File: src/rtl/irq_err_pkg.sv
package irq_err_pkg;
  localparam int NB = 8;

  localparam int B_SEND_CSUM = 0;
  localparam int B_RECV_CSUM = 1;
  localparam int B_SEND_NACC = 2;
  localparam int B_RECV_NACC = 3;
  localparam int B_SEND_BADV = 5;
  localparam int B_RECV_BADV = 6;
  localparam int B_BAD_REG   = 7;

  localparam int SLOT_W = 8;
  localparam logic [SLOT_W-1:0] STATUS_SLOT = 8'h28;
  localparam logic [SLOT_W-1:0] ENTRY_SLOT  = 8'h37;

  typedef logic [NB-1:0] err_word_t;

  function automatic logic slot_implemented(input logic [SLOT_W-1:0] s);
    return (s == 8'h02) || (s == 8'h03) ||
           ((s >= 8'h08) && (s <= 8'h0B)) ||
           ((s >= 8'h0D) && (s <= 8'h3F));
  endfunction
endpackage

File: src/rtl/irq_err_vec_chk.sv
module irq_err_vec_chk #(
  parameter int VEC_W = 8,
  parameter int LIMIT = 16
) (
  input  logic             vld,
  input  logic [VEC_W-1:0] vec,
  output logic             bad
);
  localparam logic [VEC_W-1:0] LIM = VEC_W'(LIMIT);

  always_comb bad = vld && (vec < LIM);
endmodule

File: src/rtl/irq_err_reg_dec.sv
module irq_err_reg_dec
  import irq_err_pkg::*;
#(
  parameter int ADDR_W   = 32,
  parameter int WIN_W    = 12,
  parameter int SLOT_LSB = 4
) (
  input  logic                       acc_vld,
  input  logic                       acc_wr,
  input  logic [ADDR_W-1:SLOT_LSB]   acc_addr,
  input  logic [ADDR_W-1:WIN_W]      win_base,
  output logic                       rsv_hit,
  output logic                       stat_wr,
  output logic                       entry_wr
);
  logic              in_win;
  logic [SLOT_W-1:0] slot;

  always_comb begin
    in_win   = acc_vld && (acc_addr[ADDR_W-1:WIN_W] == win_base);
    slot     = acc_addr[WIN_W-1:SLOT_LSB];
    rsv_hit  = in_win && !slot_implemented(slot);
    stat_wr  = in_win && acc_wr && (slot == STATUS_SLOT);
    entry_wr = in_win && acc_wr && (slot == ENTRY_SLOT);
  end
endmodule

File: src/rtl/irq_err_flags.sv
module irq_err_flags
  import irq_err_pkg::*;
(
  input  logic      clk,
  input  logic      rst,
  input  err_word_t sets,
  input  logic      clr,
  output err_word_t flags_q,
  output err_word_t copy_q,
  output err_word_t rise
);
  err_word_t base_w;

  always_comb begin
    base_w = clr ? '0 : flags_q;
    rise   = sets & ~base_w;
  end

  always_ff @(posedge clk) begin
    if (rst) begin
      flags_q <= '0;
      copy_q  <= '0;
    end else begin
      if (clr) copy_q <= flags_q;
      flags_q <= base_w | sets;
    end
  end
endmodule

File: src/rtl/irq_err_notify.sv
module irq_err_notify #(
  parameter int VEC_W = 8
) (
  input  logic             clk,
  input  logic             rst,
  input  logic             rise_any,
  input  logic             entry_wr,
  input  logic [VEC_W:0]   wdata,
  output logic             irq,
  output logic [VEC_W-1:0] vec
);
  logic             mask_q;
  logic [VEC_W-1:0] evec_q;
  logic             fire;

  always_comb fire = rise_any && !mask_q;

  always_ff @(posedge clk) begin
    if (rst) begin
      mask_q <= 1'b1;
      evec_q <= '0;
      irq    <= 1'b0;
      vec    <= '0;
    end else begin
      irq <= fire;
      if (fire) vec <= evec_q;
      if (entry_wr) begin
        mask_q <= wdata[VEC_W];
        evec_q <= wdata[VEC_W-1:0];
      end
    end
  end
endmodule

File: src/rtl/irq_err_status.sv
module irq_err_status
  import irq_err_pkg::*;
#(
  parameter int ADDR_W   = 32,
  parameter int WIN_W    = 12,
  parameter int SLOT_LSB = 4,
  parameter int VEC_W    = 8,
  parameter int BAD_LIM  = 16
) (
  input  logic                     clk,
  input  logic                     rst,
  input  logic                     det_send_csum,
  input  logic                     det_recv_csum,
  input  logic                     det_send_nacc,
  input  logic                     det_recv_nacc,
  input  logic                     send_vec_vld,
  input  logic [VEC_W-1:0]         send_vec,
  input  logic                     recv_vec_vld,
  input  logic [VEC_W-1:0]         recv_vec,
  input  logic                     lvt_vec_vld,
  input  logic [VEC_W-1:0]         lvt_vec,
  input  logic                     self_vec_vld,
  input  logic [VEC_W-1:0]         self_vec,
  input  logic [ADDR_W-1:WIN_W]    win_base,
  input  logic                     acc_vld,
  input  logic                     acc_wr,
  input  logic [ADDR_W-1:SLOT_LSB] acc_addr,
  input  logic [VEC_W:0]           acc_wdata,
  output logic [NB-1:0]            status,
  output logic                     err_irq,
  output logic [VEC_W-1:0]         err_vec
);
  localparam int NPATH = 4;

  logic [NPATH-1:0]            pvld;
  logic [NPATH-1:0][VEC_W-1:0] pvec;
  logic [NPATH-1:0]            pbad;
  logic                        rsv_hit;
  logic                        stat_wr;
  logic                        entry_wr;
  err_word_t                   sets;
  err_word_t                   flags_q;
  err_word_t                   copy_q;
  err_word_t                   rise;

  always_comb begin
    pvld = {self_vec_vld, lvt_vec_vld, recv_vec_vld, send_vec_vld};
    pvec = {self_vec, lvt_vec, recv_vec, send_vec};
  end

  for (genvar g = 0; g < NPATH; g++) begin : g_vchk
    irq_err_vec_chk #(.VEC_W(VEC_W), .LIMIT(BAD_LIM)) u_vchk (
      .vld(pvld[g]),
      .vec(pvec[g]),
      .bad(pbad[g])
    );
  end

  irq_err_reg_dec #(.ADDR_W(ADDR_W), .WIN_W(WIN_W), .SLOT_LSB(SLOT_LSB)) u_dec (
    .acc_vld (acc_vld),
    .acc_wr  (acc_wr),
    .acc_addr(acc_addr),
    .win_base(win_base),
    .rsv_hit (rsv_hit),
    .stat_wr (stat_wr),
    .entry_wr(entry_wr)
  );

  always_comb begin
    sets              = '0;
    sets[B_SEND_CSUM] = det_send_csum;
    sets[B_RECV_CSUM] = det_recv_csum;
    sets[B_SEND_NACC] = det_send_nacc;
    sets[B_RECV_NACC] = det_recv_nacc;
    sets[B_SEND_BADV] = pbad[0];
    sets[B_RECV_BADV] = |pbad[NPATH-1:1];
    sets[B_BAD_REG]   = rsv_hit;
  end

  irq_err_flags u_flags (
    .clk    (clk),
    .rst    (rst),
    .sets   (sets),
    .clr    (stat_wr),
    .flags_q(flags_q),
    .copy_q (copy_q),
    .rise   (rise)
  );

  irq_err_notify #(.VEC_W(VEC_W)) u_note (
    .clk     (clk),
    .rst     (rst),
    .rise_any(|rise),
    .entry_wr(entry_wr),
    .wdata   (acc_wdata),
    .irq     (err_irq),
    .vec     (err_vec)
  );

  always_comb status = copy_q;
endmodule

File: config.mk
export PLATFORM = sky130hd
export DESIGN_NAME = irq_err_status
export DESIGN_NICKNAME = d
export VERILOG_FILES = /design/src/rtl/irq_err_pkg.sv /design/src/rtl/irq_err_vec_chk.sv /design/src/rtl/irq_err_reg_dec.sv /design/src/rtl/irq_err_flags.sv /design/src/rtl/irq_err_notify.sv /design/src/rtl/irq_err_status.sv
export SDC_FILE = /design/constraint.sdc
export NUM_CORES = 1
export LEC_CHECK = 0
export BUFFER_PORTS_ARGS = -buffer_cell sky130_fd_sc_hd__buf_2
export CORE_MARGIN = 5
export CORE_UTILIZATION = 41
export CTS_CLUSTER_DIAMETER = 60
export CTS_CLUSTER_SIZE = 16
export DETAILED_ROUTE_END_ITERATION = 8
export GPL_ROUTABILITY_DRIVEN = 1
export GPL_TIMING_DRIVEN = 0
export PLACE_DENSITY = 0.79
export SYNTH_ARGS = -nofsm -noshare
export SYNTH_HDL_FRONTEND = slang
export SYNTH_HIERARCHICAL = 1
export SYNTH_SLANG_ARGS = --single-unit
File: constraint.sdc
create_clock -name clk -period 3.2 [get_ports clk]
set_input_delay 0.48 -clock clk [delete_from_list [all_inputs] [get_ports clk]]
set_output_delay 0.48 -clock clk [all_outputs]
set_load 0.005 [all_outputs]
Word-level counts from Yosys, hierarchy flattened --
Index checks and enable logic that the tools add are counted.
Storage, ports and cells: bits in registers 34, bits of input ports 101, output and inout port bits 17, word-level logic and storage cells 42
Operators by class: $lt $le $gt $ge 8, equal/unequal tests 5, muxes and demuxes 1, bitwise logic cells 3, reduce and logical (&&, ||, !) cells 19
Operator list (number):
- $lt A8 B5 Y1 const B | 4
- $eq A20 B20 Y1 | 1
- $eq A8 B2 Y1 const B | 2
- $eq A8 B6 Y1 const B | 2
- $ge A8 B4 Y1 const B | 2
- $logic_and A1 B1 Y1 | 12
- $and A8 B8 Y8 | 1
- $le A8 B4 Y1 const B | 1
- $le A8 B6 Y1 const B | 1
- $mux W8 | 1
- $not A8 Y8 | 1
- $or A8 B8 Y8 | 1
- $reduce_or A8 Y1 | 1
- $logic_or A1 B1 Y1 | 3
- $reduce_or A3 Y1 | 1
- $logic_not A1 Y1 | 2

Longest topological paths before layout --
word-level depth 9, gate-level depth with buffers 11

Modules after synthesis --
Netlist, hierarchy kept.
By module, submodules not included:
- irq_err_notify | times used 1, cells an instance 65, area each 709.4 µm², sequential area each 360.3 µm²
- irq_err_flags | times used 1, cells an instance 67, area each 621.8 µm², sequential area each 320.3 µm²
- irq_err_reg_dec | times used 1, cells an instance 42, area each 321.6 µm², sequential area each 0.0 µm²
- irq_err_vec_chk | times used 4, cells an instance 2, area each 12.5 µm², sequential area each 0.0 µm²
- irq_err_status | times used 1, cells an instance 5, area each 26.3 µm², sequential area each 0.0 µm²

Least setup slack after synthesis --
No wires, ideal clock.
path kind input -> register, start input win_base[19] (netlist name), end register u_note.vec[0], setup time 0.122 ns, data arrival time 2.371 ns, data required time 3.078 ns, path slack 0.707 ns, cell stages on the path 11, path buffers 1, path through xor2_1 > nor4_1 > nand4_1 > nor4_2 > buf_6 > nand2b_1 > and2_1 > nor4_1 > nand2_1 > and2b_4 > o21ai_0
On the way: word-level cells in the longest chain between the ends 9, elaborated cells between the ends (all ways) 10, classes of those cells eq/ne: 1; mux: 1; bitwise: 2; reduce/logical: 6
RTL lines:
- start, declared | line irq_err_status.sv:24 | input logic [ADDR_W-1:WIN_W] win_base,
- $eq A20 B20 Y1 | line irq_err_reg_dec.sv:20 | in_win = acc_vld && (acc_addr[ADDR_W-1:WIN_W] == win_base);
- $logic_and A1 B1 Y1 | line irq_err_reg_dec.sv:20
- $logic_and A1 B1 Y1 (2 in series) | line irq_err_reg_dec.sv:23 | stat_wr = in_win && acc_wr && (slot == STATUS_SLOT);
- named net stat_wr | line irq_err_status.sv:39 | logic stat_wr;
- $mux W8 | line irq_err_flags.sv:15 | base_w = clr ? '0 : flags_q;
- $not A8 Y8 | line irq_err_flags.sv:16 | rise = sets & ~base_w;
- $and A8 B8 Y8 | line irq_err_flags.sv:16
- named net rise[5] | line irq_err_status.sv:44 | err_word_t rise;
- $reduce_or A8 Y1 | line irq_err_status.sv:93 | .rise_any(|rise),
- $logic_and A1 B1 Y1 | line irq_err_notify.sv:16 | always_comb fire = rise_any && !mask_q;
- end signal, assigned | line irq_err_notify.sv:26 | if (fire) vec <= evec_q;
- end, declared | line irq_err_notify.sv:10 | output logic [VEC_W-1:0] vec
The timed path passes the listed nets, and every way through them passes these cells. A chain may end at the register's enable or synchronous reset.

Final worst setup path --
start input win_base[26] (netlist name), end register u_note.vec[1]
The elaborated chain is that of the path after synthesis.

==> run_results.csv <==
group,metric,value,unit
routing,wirelength,4289,um
synthesis,syn_area,0.001729,sq mm
hold_path,min_from,"acc_wdata[8]",
routing,wl_per_cell,12.36,um
setup_path,rrSetupSlack,1.59,ns
cts,cts_root_buf,"clkbuf_8",
global_route,grt_pass1_wl,6962,um
timing,period_minus_slack,2.823,ns
timing,setup-violations-final,0,
cts,cts_resized,0,
synthesis,syn_inst,187,
placement,gp_congestion,0.7417,
routing,drt_iter0_markers,76,
setup_path,required,3.37,ns
floorplanning,ios,118,
cells_and_area,drive_above_1_share,39.39,%
setup_path,worstSetupEndpointType,"flip-flop",
timing,worst_pin_slew,0.6304,ns
synthesis,ys.flop_type,"dfxtp_1",
floorplanning,start_util,42.61,%
cts,cts_buffers,5,
cts,cts.sinks,34,
status,status,"finished, final reports clean",
routing,vias_per_cell,4.850,
synthesis,synth_cell_types,30,
setup_path,r2r-start,"u_flags/flags_q[1]$_SDFF_PP0_",
synthesis,synth_seq_cells,34,
routing,vias,1683,
setup_path,crit_type,"primary input to flip-flop",
cells_and_area,fill_cells,345,
synthesis,synth.area.top_cells,"dfxtp_1 39%, mux2i_1 9.3%, xor2_1 8.1%",
global_route,gr-total-overflow,0,
placement,dp_hpwl,3547,um
cells_and_area,n_antenna_cell,0,
synthesis,yosysTopAreaCell,"dfxtp_1",
placement,place_ws,0.003629,ns
routing,drc_errors,0,
timing,worst_slack,0.3774,ns
routing,dr.pass1.iters,4,
global_route,antenna_found_initial,0,
timing,slew_viol_final,0,
global_route,track_usage,15.92,%
pwr,vdd_drop_max,0.1528,mV
cts,clock_path_buffers,2,
pwr,p_per_area,363.4,mW/mm^2
setup_path,worstRegToRegCells,6,
synthesis,async_flop_share,0,%
timing,fmax,354.3,MHz
setup_path,startpoint_type,"primary input",
floorplanning,core,0.004058,sq mm
floorplanning,die_x,74.94,um
job,cap_viol_max_count,0,
timing,slew-limit-headroom,57.62,%
floorplanning,fp.dieH,74.94,um
timing,fin_setup_tns,0,ns
setup_path,crit-reg2reg-capture,"u_note/vec[1]$_SDFFE_PP0P_",
hold_path,worstHoldEndpoint,"u_note/mask_q$_SDFFE_PP1P_",
synthesis,synth_top_cell_area_share,39.36,%
cells_and_area,nets,397,
hold_path,hold_class,"primary input to flip-flop",
global_route,grt_max_degree,11,
timing,rsz0062_at_grt,"no",
setup_path,crit_arrival,2.99,ns
placement,io_buffers,101,
cts,cts_tree,"built",
routing,ant_nets,0,
cts,holdBufCountCts,0,
timing,fin_skew,0.006011,ns
setup_path,crit_fanout,10,
cts,cts_setup_buffers,0,
timing,period_share,88.21,%
hold_path,hold_depth,2,
cells_and_area,syn_to_final_growth,38.35,%
synthesis,synth_area_per_cell,9.247,sq um
global_route,grt_pass1_vias,1735,
synthesis,synth_edf_count,0,
floorplanning,row_count,23,
synthesis,yosys_warnings,6,
cells_and_area,final_common_cell,"buf_2",
timing,finalHoldViolations,0,
cts,path_clk_slew,0.07,ns
pwr,power_leakage,1.089,nW
synthesis,synth-seq-area-share,39.36,%
cts,htree_num_levels,2,
floorplanning,fp.dieArea,0.005616,sq mm
cts,insertion_delay,0.29,ns
cells_and_area,final_cell_mix,"103 x buf_2, 34 x dfxtp_1, 17 x nand2b_1",
-- worst max-delay path by stage --
stage	startpoint	to	cells past startpoint
3_5_place_dp	win_base[26]	u_note/vec[1]$_SDFFE_PP0P_	12
4_1_cts	win_base[26]	u_note/vec[1]$_SDFFE_PP0P_	12
6_report	win_base[26]	u_note/vec[1]$_SDFFE_PP0P_	12
3_3_place_gp	win_base[26]	u_note/vec[2]$_SDFFE_PP0P_	12
5_1_grt	win_base[26]	u_note/vec[1]$_SDFFE_PP0P_	12
2_1_floorplan	win_base[19]	u_note/vec[0]$_SDFFE_PP0P_	11
-- cells by family after synthesis --
group / count (synthesis) / synth area share (%)
and+or+nand+nor: 81 / 29.96
DFF: 34 / 39.36
xor gates and xnor gates: 18 / 9.117
muxes: 16 / 9.262
AOI/OAI and AO/OA: 21 / 7.091
buffers and inverters: 16 / 4.993
other: 1 / 0.2169
-- sequential cells by signal (all words and copies together) (netlist names) --
| signal | count |
|---|---|
| u_note/mask_q | 1 |
| u_note/irq | 1 |
| u_note/evec_q | 8 |
| u_flags/copy_q | 8 |
| u_note/vec | 8 |
| u_flags/flags_q | 8 |
-- through the flow --
step / hold WS, ns / cells / utilization [%] / total power, W / cell area [sq um]
after floorplan: 0.4607 / 188 / - / 0.0004905 / 1733
after global placement: 0.4577 / 339 / 56.71 / 0.0005549 / 2301
after detailed placement: 0.4646 / 339 / 56.71 / 0.0005578 / 2301
after CTS: 0.4024 / 347 / 58.96 / 0.0008792 / 2392
after global routing: 0.4098 / 347 / 58.96 / 0.0009019 / 2392
final: 0.4063 / 347 / 58.96 / 0.0008695 / 2392
-- critical path: stages --
cell,delay [ns]
buf_2,0.10
xor2_1,0.15
nor4_1,0.32
nand4_1,0.21
nor4_2,0.59
buf_6,0.25
nand2b_1,0.14
and2_1,0.13
nor4_1,0.04
nand2_1,0.22
and2b_4,0.25
o21ai_0,0.10
-- metal layers --
| layer | GRT usage (%) | routed length, um |
|---|---|---|
| met3 | 4.806 | 370 |
| met1 | 16.56 | 1637 |
| met4 | 4.743 | 34 |
| met5 | 0 | 0 |
| met2 | 30.37 | 2247 |
-- cells in the mapped netlist (all sizes together), types with 3 or more instances --
master	instances
xor2	16
nor4	11
nand4bb	8
nor3	4
and2	12
mux2i	16
o21ai	8
nor2	16
nand2	3
dfxtp	34
inv	10
a21oi	8
buf	5
nand2b	17
-- where the power goes --
| group | internal [W] | total (W) | switching [W] |
|---|---|---|---|
| combinational | 0.0000663 | 0.000116 | 0.0000500 |
| clock | 0.000173 | 0.000322 | 0.000149 |
| sequential | 0.000429 | 0.000431 | 0.00000256 |
| total | 0.000668 | 0.000869 | 0.000201 |
-- cell type report --
cell class	instances	area (sq um)	share of cell area (%)
multi-input combinational	138	965.9	40.38
sequential	34	680.7	28.45
timing repair buffer	101	505.5	21.13
clock buffer	7	86.33	3.609
tap	50	62.56	2.615
buffer	6	48.80	2.040
inverter	10	37.54	1.569
clock inverter	1	5.005	0.2092
Power figures use the tool's default switching activity.
